File: src/rtl/brw_pkg.sv
package brw_pkg;

  typedef enum logic [1:0] {
    SP_IO  = 2'd0,
    SP_MEM = 2'd1,
    SP_PF  = 2'd2,
    SP_RSV = 2'd3
  } space_e;

  typedef struct packed {
    logic [63:0] lo;
    logic [63:0] hi;
  } win_t;

  localparam logic [3:0] WIDE_TYPE = 4'h1;

  // I/O window edge: nibble to 15:12, optional upper half, limit fill 11:0
  function automatic logic [63:0] io_edge(input logic [7:0] fld,
                                          input logic [15:0] upper,
                                          input logic is_lim);
    logic [63:0] v;
    v = '0;
    v[15:12] = fld[7:4];
    if (fld[3:0] == WIDE_TYPE) v[31:16] = upper;
    if (is_lim) v[11:0] = '1;
    return v;
  endfunction

  // memory window edge: 12 bits to 31:20, limit fill 19:0
  function automatic logic [63:0] mem_edge(input logic [15:0] fld,
                                           input logic is_lim);
    logic [63:0] v;
    v = '0;
    v[31:20] = fld[15:4];
    if (is_lim) v[19:0] = '1;
    return v;
  endfunction

  // prefetchable edge: memory edge plus optional upper dword
  function automatic logic [63:0] pf_edge(input logic [15:0] fld,
                                          input logic [31:0] upper,
                                          input logic is_lim);
    logic [63:0] v;
    v = mem_edge(fld, is_lim);
    if (fld[3:0] == WIDE_TYPE) v[63:32] = upper;
    return v;
  endfunction

  function automatic logic [63:0] max64(input logic [63:0] a, input logic [63:0] b);
    return (a > b) ? a : b;
  endfunction

  function automatic logic [63:0] min64(input logic [63:0] a, input logic [63:0] b);
    return (a < b) ? a : b;
  endfunction

  // half-open byte range overlap on a 9-bit scale
  function automatic logic spans(input logic [8:0] a, input logic [8:0] la,
                                 input logic [8:0] s, input logic [8:0] ls);
    return (la != 0) && (a < s + ls) && (s < a + la);
  endfunction

endpackage

File: src/rtl/brw_window_fmt.sv
module brw_window_fmt
  import brw_pkg::*;
#(
  parameter int N = 4
) (
  input  logic [N*8-1:0]  io_base_b,
  input  logic [N*8-1:0]  io_limit_b,
  input  logic [N*16-1:0] io_base_hi,
  input  logic [N*16-1:0] io_limit_hi,
  input  logic [N*16-1:0] mem_base_w,
  input  logic [N*16-1:0] mem_limit_w,
  input  logic [N*16-1:0] pf_base_w,
  input  logic [N*16-1:0] pf_limit_w,
  input  logic [N*32-1:0] pf_base_hi,
  input  logic [N*32-1:0] pf_limit_hi,
  output win_t            io_w  [N],
  output win_t            mem_w [N],
  output win_t            pf_w  [N]
);

  for (genvar g = 0; g < N; g++) begin : g_lvl
    assign io_w[g].lo  = io_edge(io_base_b[g*8 +: 8], io_base_hi[g*16 +: 16], 1'b0);
    assign io_w[g].hi  = io_edge(io_limit_b[g*8 +: 8], io_limit_hi[g*16 +: 16], 1'b1);
    assign mem_w[g].lo = mem_edge(mem_base_w[g*16 +: 16], 1'b0);
    assign mem_w[g].hi = mem_edge(mem_limit_w[g*16 +: 16], 1'b1);
    assign pf_w[g].lo  = pf_edge(pf_base_w[g*16 +: 16], pf_base_hi[g*32 +: 32], 1'b0);
    assign pf_w[g].hi  = pf_edge(pf_limit_w[g*16 +: 16], pf_limit_hi[g*32 +: 32], 1'b1);
  end

endmodule

File: src/rtl/brw_clip_engine.sv
module brw_clip_engine
  import brw_pkg::*;
#(
  parameter int N  = 4,
  parameter int DW = $clog2(N + 1),
  parameter int LW = (N > 1) ? $clog2(N) : 1
) (
  input  logic          clk,
  input  logic          rst_n,
  input  logic          req_valid,
  input  logic [1:0]    req_space,
  input  logic [63:0]   req_base,
  input  logic [63:0]   req_size,
  input  logic          req_io_en,
  input  logic          req_mem_en,
  input  logic [DW-1:0] req_depth,
  input  win_t          io_w  [N],
  input  win_t          mem_w [N],
  input  win_t          pf_w  [N],
  output logic          busy,
  output logic          done,
  output logic          res_unmapped,
  output logic [63:0]   res_base,
  output logic [63:0]   res_size,
  output logic [63:0]   cur_base,
  output logic [63:0]   cur_limit,
  output logic          blocked
);

  localparam logic [DW-1:0] DMAX = DW'(N);

  logic          busy_q, done_q, unm_q, blk_q;
  logic [DW-1:0] cnt_q, dep_q;
  space_e        sp_q;
  logic [63:0]   cb_q, cl_q, rb_q, rs_q;

  logic [63:0]   in_limit;
  logic          in_blk, accept, finish;
  logic [DW-1:0] in_dep;
  logic [LW-1:0] lvl;
  win_t          sel_w;

  assign in_limit = req_base + req_size - 64'd1;
  assign in_dep   = (req_depth > DMAX) ? DMAX : req_depth;
  assign accept   = req_valid && !busy_q;
  assign finish   = busy_q && (cnt_q == dep_q);
  assign lvl      = LW'(cnt_q);

  always_comb begin
    in_blk = (req_size == 64'd0) || (in_limit < req_base);
    unique case (space_e'(req_space))
      SP_IO:         in_blk = in_blk || !req_io_en;
      SP_MEM, SP_PF: in_blk = in_blk || !req_mem_en;
      default:       in_blk = 1'b1;
    endcase
  end

  always_comb begin
    unique case (sp_q)
      SP_IO:   sel_w = io_w[lvl];
      SP_PF:   sel_w = pf_w[lvl];
      default: sel_w = mem_w[lvl];
    endcase
  end

  always_ff @(posedge clk) begin
    if (!rst_n) begin
      busy_q <= 1'b0;
      done_q <= 1'b0;
      unm_q  <= 1'b0;
      blk_q  <= 1'b0;
      cnt_q  <= '0;
      dep_q  <= '0;
      sp_q   <= SP_IO;
      cb_q   <= '0;
      cl_q   <= '0;
      rb_q   <= '0;
      rs_q   <= '0;
    end else begin
      done_q <= 1'b0;
      if (accept) begin
        busy_q <= 1'b1;
        cnt_q  <= '0;
        dep_q  <= in_dep;
        sp_q   <= space_e'(req_space);
        blk_q  <= in_blk;
        cb_q   <= req_base;
        cl_q   <= in_limit;
      end else if (finish) begin
        busy_q <= 1'b0;
        done_q <= 1'b1;
        if (blk_q || (cb_q > cl_q)) begin
          unm_q <= 1'b1;
          rb_q  <= '0;
          rs_q  <= '0;
        end else begin
          unm_q <= 1'b0;
          rb_q  <= cb_q;
          rs_q  <= cl_q - cb_q + 64'd1;
        end
      end else if (busy_q) begin
        cb_q  <= max64(cb_q, sel_w.lo);
        cl_q  <= min64(cl_q, sel_w.hi);
        cnt_q <= cnt_q + 1'b1;
      end
    end
  end

  assign busy         = busy_q;
  assign done         = done_q;
  assign res_unmapped = unm_q;
  assign res_base     = rb_q;
  assign res_size     = rs_q;
  assign cur_base     = cb_q;
  assign cur_limit    = cl_q;
  assign blocked      = blk_q;

endmodule

File: src/rtl/brw_touch_detect.sv
module brw_touch_detect
  import brw_pkg::*;
#(
  parameter logic [7:0] IO_OFS  = 8'h1C,
  parameter int         IO_LEN  = 2,
  parameter logic [7:0] MEM_OFS = 8'h20,
  parameter int         MEM_LEN = 20
) (
  input  logic       clk,
  input  logic       rst_n,
  input  logic       cfg_wr,
  input  logic [7:0] cfg_addr,
  input  logic [2:0] cfg_len,
  output logic       rescan
);

  logic hit;

  assign hit = cfg_wr &&
               (spans({1'b0, cfg_addr}, 9'(cfg_len), {1'b0, IO_OFS}, 9'(IO_LEN)) ||
                spans({1'b0, cfg_addr}, 9'(cfg_len), {1'b0, MEM_OFS}, 9'(MEM_LEN)));

  always_ff @(posedge clk) begin
    if (!rst_n) rescan <= 1'b0;
    else        rescan <= hit;
  end

endmodule

File: src/rtl/brw_decoder.sv
module brw_decoder
  import brw_pkg::*;
#(
  parameter int N  = 4,
  parameter int DW = $clog2(N + 1),
  parameter int LW = (N > 1) ? $clog2(N) : 1
) (
  input  logic          clk,
  input  logic          rst_n,
  input  logic          req_valid,
  input  logic [1:0]    req_space,
  input  logic [63:0]   req_base,
  input  logic [63:0]   req_size,
  input  logic          req_io_en,
  input  logic          req_mem_en,
  input  logic [DW-1:0] req_depth,
  input  logic [N*8-1:0]  win_io_base,
  input  logic [N*8-1:0]  win_io_limit,
  input  logic [N*16-1:0] win_io_base_hi,
  input  logic [N*16-1:0] win_io_limit_hi,
  input  logic [N*16-1:0] win_mem_base,
  input  logic [N*16-1:0] win_mem_limit,
  input  logic [N*16-1:0] win_pf_base,
  input  logic [N*16-1:0] win_pf_limit,
  input  logic [N*32-1:0] win_pf_base_hi,
  input  logic [N*32-1:0] win_pf_limit_hi,
  input  logic          cfg_wr,
  input  logic [7:0]    cfg_addr,
  input  logic [2:0]    cfg_len,
  input  logic [LW-1:0] rd_sel,
  output logic          busy,
  output logic          done,
  output logic          res_unmapped,
  output logic [63:0]   res_base,
  output logic [63:0]   res_size,
  output logic          rescan,
  output logic [63:0]   rd_io_base,
  output logic [63:0]   rd_io_limit,
  output logic [63:0]   rd_mem_base,
  output logic [63:0]   rd_mem_limit,
  output logic [63:0]   rd_pf_base,
  output logic [63:0]   rd_pf_limit
);

  win_t        io_w [N];
  win_t        mem_w[N];
  win_t        pf_w [N];
  logic [63:0] eng_cur_base, eng_cur_limit;
  logic        eng_blocked;

  brw_window_fmt #(.N(N)) u_fmt (
    .io_base_b  (win_io_base),
    .io_limit_b (win_io_limit),
    .io_base_hi (win_io_base_hi),
    .io_limit_hi(win_io_limit_hi),
    .mem_base_w (win_mem_base),
    .mem_limit_w(win_mem_limit),
    .pf_base_w  (win_pf_base),
    .pf_limit_w (win_pf_limit),
    .pf_base_hi (win_pf_base_hi),
    .pf_limit_hi(win_pf_limit_hi),
    .io_w       (io_w),
    .mem_w      (mem_w),
    .pf_w       (pf_w)
  );

  brw_clip_engine #(.N(N), .DW(DW), .LW(LW)) u_eng (
    .clk         (clk),
    .rst_n       (rst_n),
    .req_valid   (req_valid),
    .req_space   (req_space),
    .req_base    (req_base),
    .req_size    (req_size),
    .req_io_en   (req_io_en),
    .req_mem_en  (req_mem_en),
    .req_depth   (req_depth),
    .io_w        (io_w),
    .mem_w       (mem_w),
    .pf_w        (pf_w),
    .busy        (busy),
    .done        (done),
    .res_unmapped(res_unmapped),
    .res_base    (res_base),
    .res_size    (res_size),
    .cur_base    (eng_cur_base),
    .cur_limit   (eng_cur_limit),
    .blocked     (eng_blocked)
  );

  brw_touch_detect u_touch (
    .clk     (clk),
    .rst_n   (rst_n),
    .cfg_wr  (cfg_wr),
    .cfg_addr(cfg_addr),
    .cfg_len (cfg_len),
    .rescan  (rescan)
  );

  assign rd_io_base   = io_w[rd_sel].lo;
  assign rd_io_limit  = io_w[rd_sel].hi;
  assign rd_mem_base  = mem_w[rd_sel].lo;
  assign rd_mem_limit = mem_w[rd_sel].hi;
  assign rd_pf_base   = pf_w[rd_sel].lo;
  assign rd_pf_limit  = pf_w[rd_sel].hi;

endmodule

File: config.mk
export PLATFORM = sky130hd
export DESIGN_NAME = brw_decoder
export DESIGN_NICKNAME = d
export VERILOG_FILES = /design/src/rtl/brw_pkg.sv /design/src/rtl/brw_window_fmt.sv /design/src/rtl/brw_clip_engine.sv /design/src/rtl/brw_touch_detect.sv /design/src/rtl/brw_decoder.sv
export SDC_FILE = /design/constraint.sdc
export NUM_CORES = 2
export LEC_CHECK = 0
export ABC_AREA = 0
export CAP_MARGIN = 30
export CORE_AREA = 2 2 531 533
export CTS_CLUSTER_DIAMETER = 150
export CTS_CLUSTER_SIZE = 24
export DETAILED_ROUTE_END_ITERATION = 10
export DIE_AREA = 0 0 533 535
export PLACE_DENSITY_LB_ADDON = 0.2
export SYNTH_ARGS = -nofsm -noshare
export SYNTH_HDL_FRONTEND = slang
export SYNTH_SLANG_ARGS = --single-unit
File: constraint.sdc
create_clock -name clk -period 8 [get_ports clk]
set_input_delay 2.4 -clock clk [delete_from_list [all_inputs] [get_ports clk]]
set_output_delay 2.4 -clock clk [all_outputs]
set_load 0.02 [all_outputs]
Word-level counts from Yosys, hierarchy flattened
Index checks and enable logic that the tools add are counted.
- flip-flop bits (word level): 269
- input port bits: 856
- output and inout bits: 516
- word-level logic and storage cells: 135
- add/subtract/negate cells: 6
- order comparisons: 11
- eq/ne operators: 23
- multiplexer cells: 51
- bitwise logic cells: 5
- reductions and logical operators: 27
- operators with widths (kind ; count):
    $bmux 128 s2 ; 6
    $mux 128 ; 12
    $mux 64 ; 10
    $mux 32 ; 8
    $pmux 128 s2 ; 1
    $gt 64x64->1 ; 2
    $lt 64x64->1 ; 2
    $mux 16 ; 8
    $add 64x1->64 const B ; 1
    $add 64x64->64 ; 1
    $eq 4x1->1 const B ; 16
    $logic_not 64->1 ; 1
    $sub 64x1->64 const B ; 1
    $sub 64x64->64 ; 1
    $add 8x3->9 ; 1
    $lt 5x9->1 const A ; 1
    $lt 6x9->1 const A ; 1
    $lt 8x5->1 const B ; 1
    $lt 8x6->1 const B ; 1
    $logic_and 1x1->1 ; 7
    $ge 3x3->1 const B ; 2
    $ne 2x1->1 const B ; 3
    $not 2->3 ; 2
    $reduce_and 3->1 ; 2
    16 further kinds ; 32

Logic depth before layout (Yosys ltp)
- word-level depth: 11
- mapped depth: 27
- depth with buffers taken out: 26

Modules after synthesis
Synthesis repeated with hierarchy kept, for this count alone.
- cell total of the unflattened synthesis: 6473
- area total of the unflattened synthesis: 60593.1 um2
- by module, submodules not included (module ; times used ; cells each ; area each (um2) ; seq. area each (um2)):
    brw_clip_engine ; 1 ; 4374 ; 38111.6 ; 5365.1
    brw_window_fmt ; 1 ; 1586 ; 11866.4 ; 0.0
    brw_decoder ; 1 ; 470 ; 10293.6 ; 0.0
    brw_touch_detect ; 1 ; 43 ; 321.6 ; 20.0

Worst setup path after synthesis
No wires, ideal clock.
- kind: input-to-output
- start point: input port win_pf_limit[49]
- end point: output port rd_pf_limit[63]
- arrival: 4.422 ns
- data required time: 5.600 ns
- slack: 1.178 ns
- stages: 5
- path buffers: 2
- path through: nor4b_1 -> clkbuf_1 -> buf_1 -> a31oi_1 -> a21oi_1
- word-level cells in the longest chain between the ends: 5
- ends and longest elaborated chain (item ; RTL line ; source):
    from (decl) ; brw_decoder.sv:24 ; input logic [N*16-1:0] win_pf_limit,
    $eq 4x1->1 ; brw_pkg.sv:45 ; if (fld[3:0] == WIDE_TYPE) v[63:32] = upper;
    $mux 32 ; brw_pkg.sv:45 ;
    $bmux 128 s2 ; brw_decoder.sv:104 ; assign rd_pf_limit = pf_w[rd_sel].hi;
    $mux 128 (not written as such) (2 in a row) ; brw_decoder.sv:104 ;
    to (decl) ; brw_decoder.sv:42 ; output logic [63:0] rd_pf_limit
Every way passes these cells. The select of a mux whose other input is x is not followed.

Final worst setup path
- start point: input port req_size[1]
- end point: register u_eng.blk_q, in the netlist u_eng.blocked
- word-level cells in the longest chain between the ends: 6
- elaborated cells on any way between the ends: 8
- classes of those cells: 2 x add/sub; 1 x order compare; 1 x mux; 4 x reduce/logical
- ends and longest elaborated chain (item ; RTL line ; source):
    from (decl) ; brw_decoder.sv:13 ; input logic [63:0] req_size,
    $add 64x64->64 ; brw_clip_engine.sv:43 ; assign in_limit = req_base + req_size - 64'd1;
    $sub 64x1->64 ; brw_clip_engine.sv:43 ;
    $lt 64x64->1 ; brw_clip_engine.sv:50 ; in_blk = (req_size == 64'd0) || (in_limit < req_base);
    $logic_or 1x1->1 * ; brw_clip_engine.sv:50 ;
    $logic_or 1x1->1 (on tied branches) ; brw_clip_engine.sv:53, brw_clip_engine.sv:52 ;
    $pmux 1 s2 * ; brw_clip_engine.sv:51 ; unique case (space_e'(req_space))
    to (signal assigned) ; brw_clip_engine.sv:86 ; blk_q <= in_blk;
    to (decl) ; brw_clip_engine.sv:32 ; logic busy_q, done_q, unm_q, blk_q;
Every way passes the cells marked *; elsewhere a longest branch is shown, timed or not.
A chain may end at the register's enable or synchronous reset.

==> flow_metrics.tcl <==
set metrics [dict create \
    setup.worst_path.class "primary input to register" \
    final_util_pct 20.1 \
    gp_routability_congestion 0.931 \
    fraction_of_final_layout_cells_sized_beyond_drive_strength_1_pct 9.84 \
    power_report.internal_total_mw 4.61 \
    synthesis.yosys.warnings 0 \
    worst_r2r_endpoint "u_eng.cur_base[2]" \
    worst-r2r-setup-slack_ns 2.19 \
    global_route_wire_length_before_repair_mm 386 \
    antenna_found_initial 133 \
    yosys.cell_types.count 84 \
    ys_top_cells_by_count "542 x sky130_fd_sc_hd__a21oi_1, 487 x sky130_fd_sc_hd__ha_1, 471 x sky130_fd_sc_hd__nand2_1" \
    yosysSeqAreaShare_pct 14.0 \
    worst_path_arrival_time_ns 8.25 \
    register_area_um2 5400 \
    fillers 31450 \
    path_clk_slew_ns 0.11 \
    die_width_um 533 \
    critical_path.most_common_cell "sky130_fd_sc_hd__o21ai_0" \
    ant_nets 0 \
    p_sw_share_pct 50.3 \
    leakage_nw 22.1 \
    floorplan.initialDensity_pct 13.7 \
    crit_fanout 3 \
    holdWs_ns 0.456 \
    max_freq_ghz 0.129 \
    period_utilization_post_route_pct 96.7 \
    cp_slowest_cell "sky130_fd_sc_hd__a211oi_1" \
    numPlacedInstances 10081 \
    drc 0 \
    hold_path_class "register to register" \
    outcome "complete, no violations" \
    ys.flop_type "sky130_fd_sc_hd__dfxtp_1" \
    crit_path_end_kind "register" \
    post_drt_wl_per_cell_um 28.8 \
    finalClockSkew_ns 0.0553 \
    start_kind "primary input" \
    synth.ff_latch_count 269 \
    syn-cell-area_um2 38300 \
    clock_sink_count 269 \
    maximum_number_of_pins_on_one_net_before_global_route_repair 156 \
    number_of_optimization_iterations_in_the_first_detailed_route_pass 6 \
    synth_enable_flop_cells 0 \
    first_global_vias 43647 \
    worst-r2r-cell-count 21 \
    multi_input_area_um2 29200 \
    maximum_vdd_drop_mv 0.131 \
    cts_tree "done" \
    design.die.area_um2 285000 \
    seqPwrFrac_pct 18.4 \
    clock_insertion_delay_worst_skew_ns 0.61 \
    synth.top_cells.by_area "sky130_fd_sc_hd__ha_1 16%, sky130_fd_sc_hd__dfxtp_1 14%, sky130_fd_sc_hd__a21oi_1 7.1%, sky130_fd_sc_hd__mux4_2 6.6%, sky130_fd_sc_hd__buf_4 4.7%" \
    grt_usage_pct 19.5 \
    total_power_mw 9.27 \
    tightestPinTransition_ns 1.21 \
    port-buffer-count 1107 \
    period_needed_ns 7.73 \
    syn_to_final_growth_pct 46.3 \
    grt_overflow 0 \
    cap_viol_max_count 0 \
    place.detailed.hpwl_mm 256 \
    drt-initial-drc-count 3131 \
    slew_viol_final 0 \
    num_io_pins 1372 \
    instances_no_fill 10161 \
    cts.root.buffer_cell "sky130_fd_sc_hd__clkbuf_16" \
    synth_cells 5250 \
    critPathCapture "u_eng.blocked" \
    post-synth-top-count-cell "sky130_fd_sc_hd__a21oi_1" \
    power.clock.fraction_pct 11.6 \
    power_switching_mw 4.67 \
    crit-reg2reg-launch "u_eng.cnt_q[1]" \
    cts_max_path_buffers 3 \
    slew_headroom_pct 19.2 \
    finalHoldViolCount 0 \
    placementRows 194 \
    setup-tns-final_ns 0 \
    setup_violations 0 \
    asyncSetResetFlopFracSynth_pct 0 \
    core_region_area_um2 279000 \
    crit_required_ns 8.52 \
    die_height_um 535 \
    average_cell_area_after_synthesis_um2 7.30 \
    postRouteWirelength_mm 293 \
    number_of_vias_in_the_routed_layout 44806 \
    cellPowerDensity_nw_per_um2 165 \
    cts_inserted_buffers 17 \
    combinational_power_share_pct 70.0 \
    critPathMaxStageDelay_ns 0.65 \
    timing.critical_path.from "req_size[1]" \
    htreeDepth 1 \
    grt_setup_unrepaired "false" \
    routed_via_density 4.41 \
    synth_largest_area_cell "sky130_fd_sc_hd__ha_1" \
    finish.net_count 7724 \
    synthDominantCellAreaShare_pct 15.9 \
]
-- what timing repair did --
item	in CTS	in global routing
buffers inserted	0	0
endpoints found under the setup margin	0	1
gates resized for setup	0	1
hold buffers	0	0
-- routing by layer --
layer | wire length [um] | track usage (%) | up-vias
met5 | 279 | 0 | -
met4 | 8310 | 4.00 | 40
met3 | 19500 | 4.49 | 288
met2 | 140000 | 33.9 | 1600
met1 | 124000 | 24.4 | 21938
li1 | - | - | 20940
-- power by group through the flow --
stage          sequential (mW)  clock [mW]  combinational, mW
6_report                  1.71        1.08               6.49
5_1_grt                   1.73        1.18               7.10
4_1_cts                   1.71        1.15               6.53
3_5_place_dp              1.74           0               6.49
3_3_place_gp              1.74           0               6.48
2_1_floorplan             1.72           0               3.68
-- logic make-up (layout without fill, tap and decap cells) --
group	after synthesis	in the layout	share of synthesized area (%)
flops	269	269	14.0
compound gates	1678	1678	28.0
simple gates	1426	1426	16.9
mux	228	228	9.61
xor+xnor	123	123	2.81
fa+ha+maj	490	490	16.0
other cells	2	284	0.0196
buf+inv	1034	1939	12.6
-- cell type report --
type	count	share of cell area (%)
multi-input combinational	4177	52.0
timing repair buffer	1493	26.1
sequential	269	9.62
tap	3724	8.30
inverter	420	2.82
clock buffer	18	0.765
antenna	52	0.232
clock inverter	8	0.210
-- cell usage in the layout (no fill, tap or decap), types with 16 or more instances in the layout --
| cell | instances |
|---|---|
| sky130_fd_sc_hd__a211oi_1 | 39 |
| sky130_fd_sc_hd__a21o_1 | 159 |
| sky130_fd_sc_hd__a21oi_1 | 541 |
| sky130_fd_sc_hd__a311oi_1 | 96 |
| sky130_fd_sc_hd__a31oi_1 | 116 |
| sky130_fd_sc_hd__buf_12 | 56 |
| sky130_fd_sc_hd__buf_4 | 360 |
| sky130_fd_sc_hd__clkbuf_16 | 17 |
| sky130_fd_sc_hd__clkdlybuf4s50_1 | 1070 |
| sky130_fd_sc_hd__conb_1 | 232 |
| sky130_fd_sc_hd__dfxtp_1 | 265 |
| sky130_fd_sc_hd__diode_2 | 52 |
| sky130_fd_sc_hd__ha_1 | 487 |
| sky130_fd_sc_hd__inv_1 | 418 |
| sky130_fd_sc_hd__mux2i_1 | 116 |
| sky130_fd_sc_hd__mux4_2 | 112 |
| sky130_fd_sc_hd__nand2_1 | 471 |
| sky130_fd_sc_hd__nand3_1 | 303 |
| sky130_fd_sc_hd__nand4_1 | 94 |
| sky130_fd_sc_hd__nor2_1 | 380 |
| sky130_fd_sc_hd__nor2b_1 | 20 |
| sky130_fd_sc_hd__nor3_1 | 29 |
| sky130_fd_sc_hd__nor4_1 | 30 |
| sky130_fd_sc_hd__nor4b_2 | 16 |
| sky130_fd_sc_hd__o211ai_1 | 190 |
| sky130_fd_sc_hd__o21a_1 | 75 |
| sky130_fd_sc_hd__o21ai_0 | 281 |
| sky130_fd_sc_hd__o21bai_1 | 33 |
| sky130_fd_sc_hd__xnor2_1 | 77 |
| sky130_fd_sc_hd__xor2_1 | 46 |
-- critical path: cells and delay by family --
kind | cells | cell delay [ns]
AO/OA/AOI/OAI | 16 | 3.39
XOR/XNOR | 1 | 0.19
adder cells (fa/ha/maj) | 4 | 0.98
buffers and inverters | 6 | 1.14
AND/OR/NAND/NOR | 1 | 0.15
-- sequential cells by signal, indices dropped and copies added (netlist names) --
name and flops:
u_eng.dep_q 3, u_eng.cur_limit 64, u_eng.res_size 64, u_eng.res_unmapped 1
u_eng.cnt_q 3, u_eng.blocked 1, u_touch.rescan 1, u_eng.done 1
u_eng.res_base 64, u_eng.busy 1, u_eng.sp_q 2, u_eng.cur_base 64
-- per-stage QoR --
stage	worst slack [ns]	area, um^2
after floorplan	1.18	39200
after global placement	-0.421	55300
after detailed placement	-0.293	55400
after CTS	0.321	55900
after global routing	0.000101	56100
final	0.266	56100
-- worst min-delay path by stage --
stage	startpoint	end	slack, ns	cells past startpoint
finish	u_eng.res_size[28]	u_eng.res_size[28]	0.46	2
global route	u_eng.res_base[14]	u_eng.res_base[14]	0.47	2
CTS	u_eng.res_base[14]	u_eng.res_base[14]	0.46	2
detailed placement	u_eng.res_size[46]	u_eng.res_size[46]	0.44	2
global placement	u_eng.res_size[38]	u_eng.res_size[38]	0.44	2
floorplan	u_eng.dep_q[0]	u_eng.dep_q[0]	0.45	2
No activity file was read; power rests on OpenSTA's default activity.
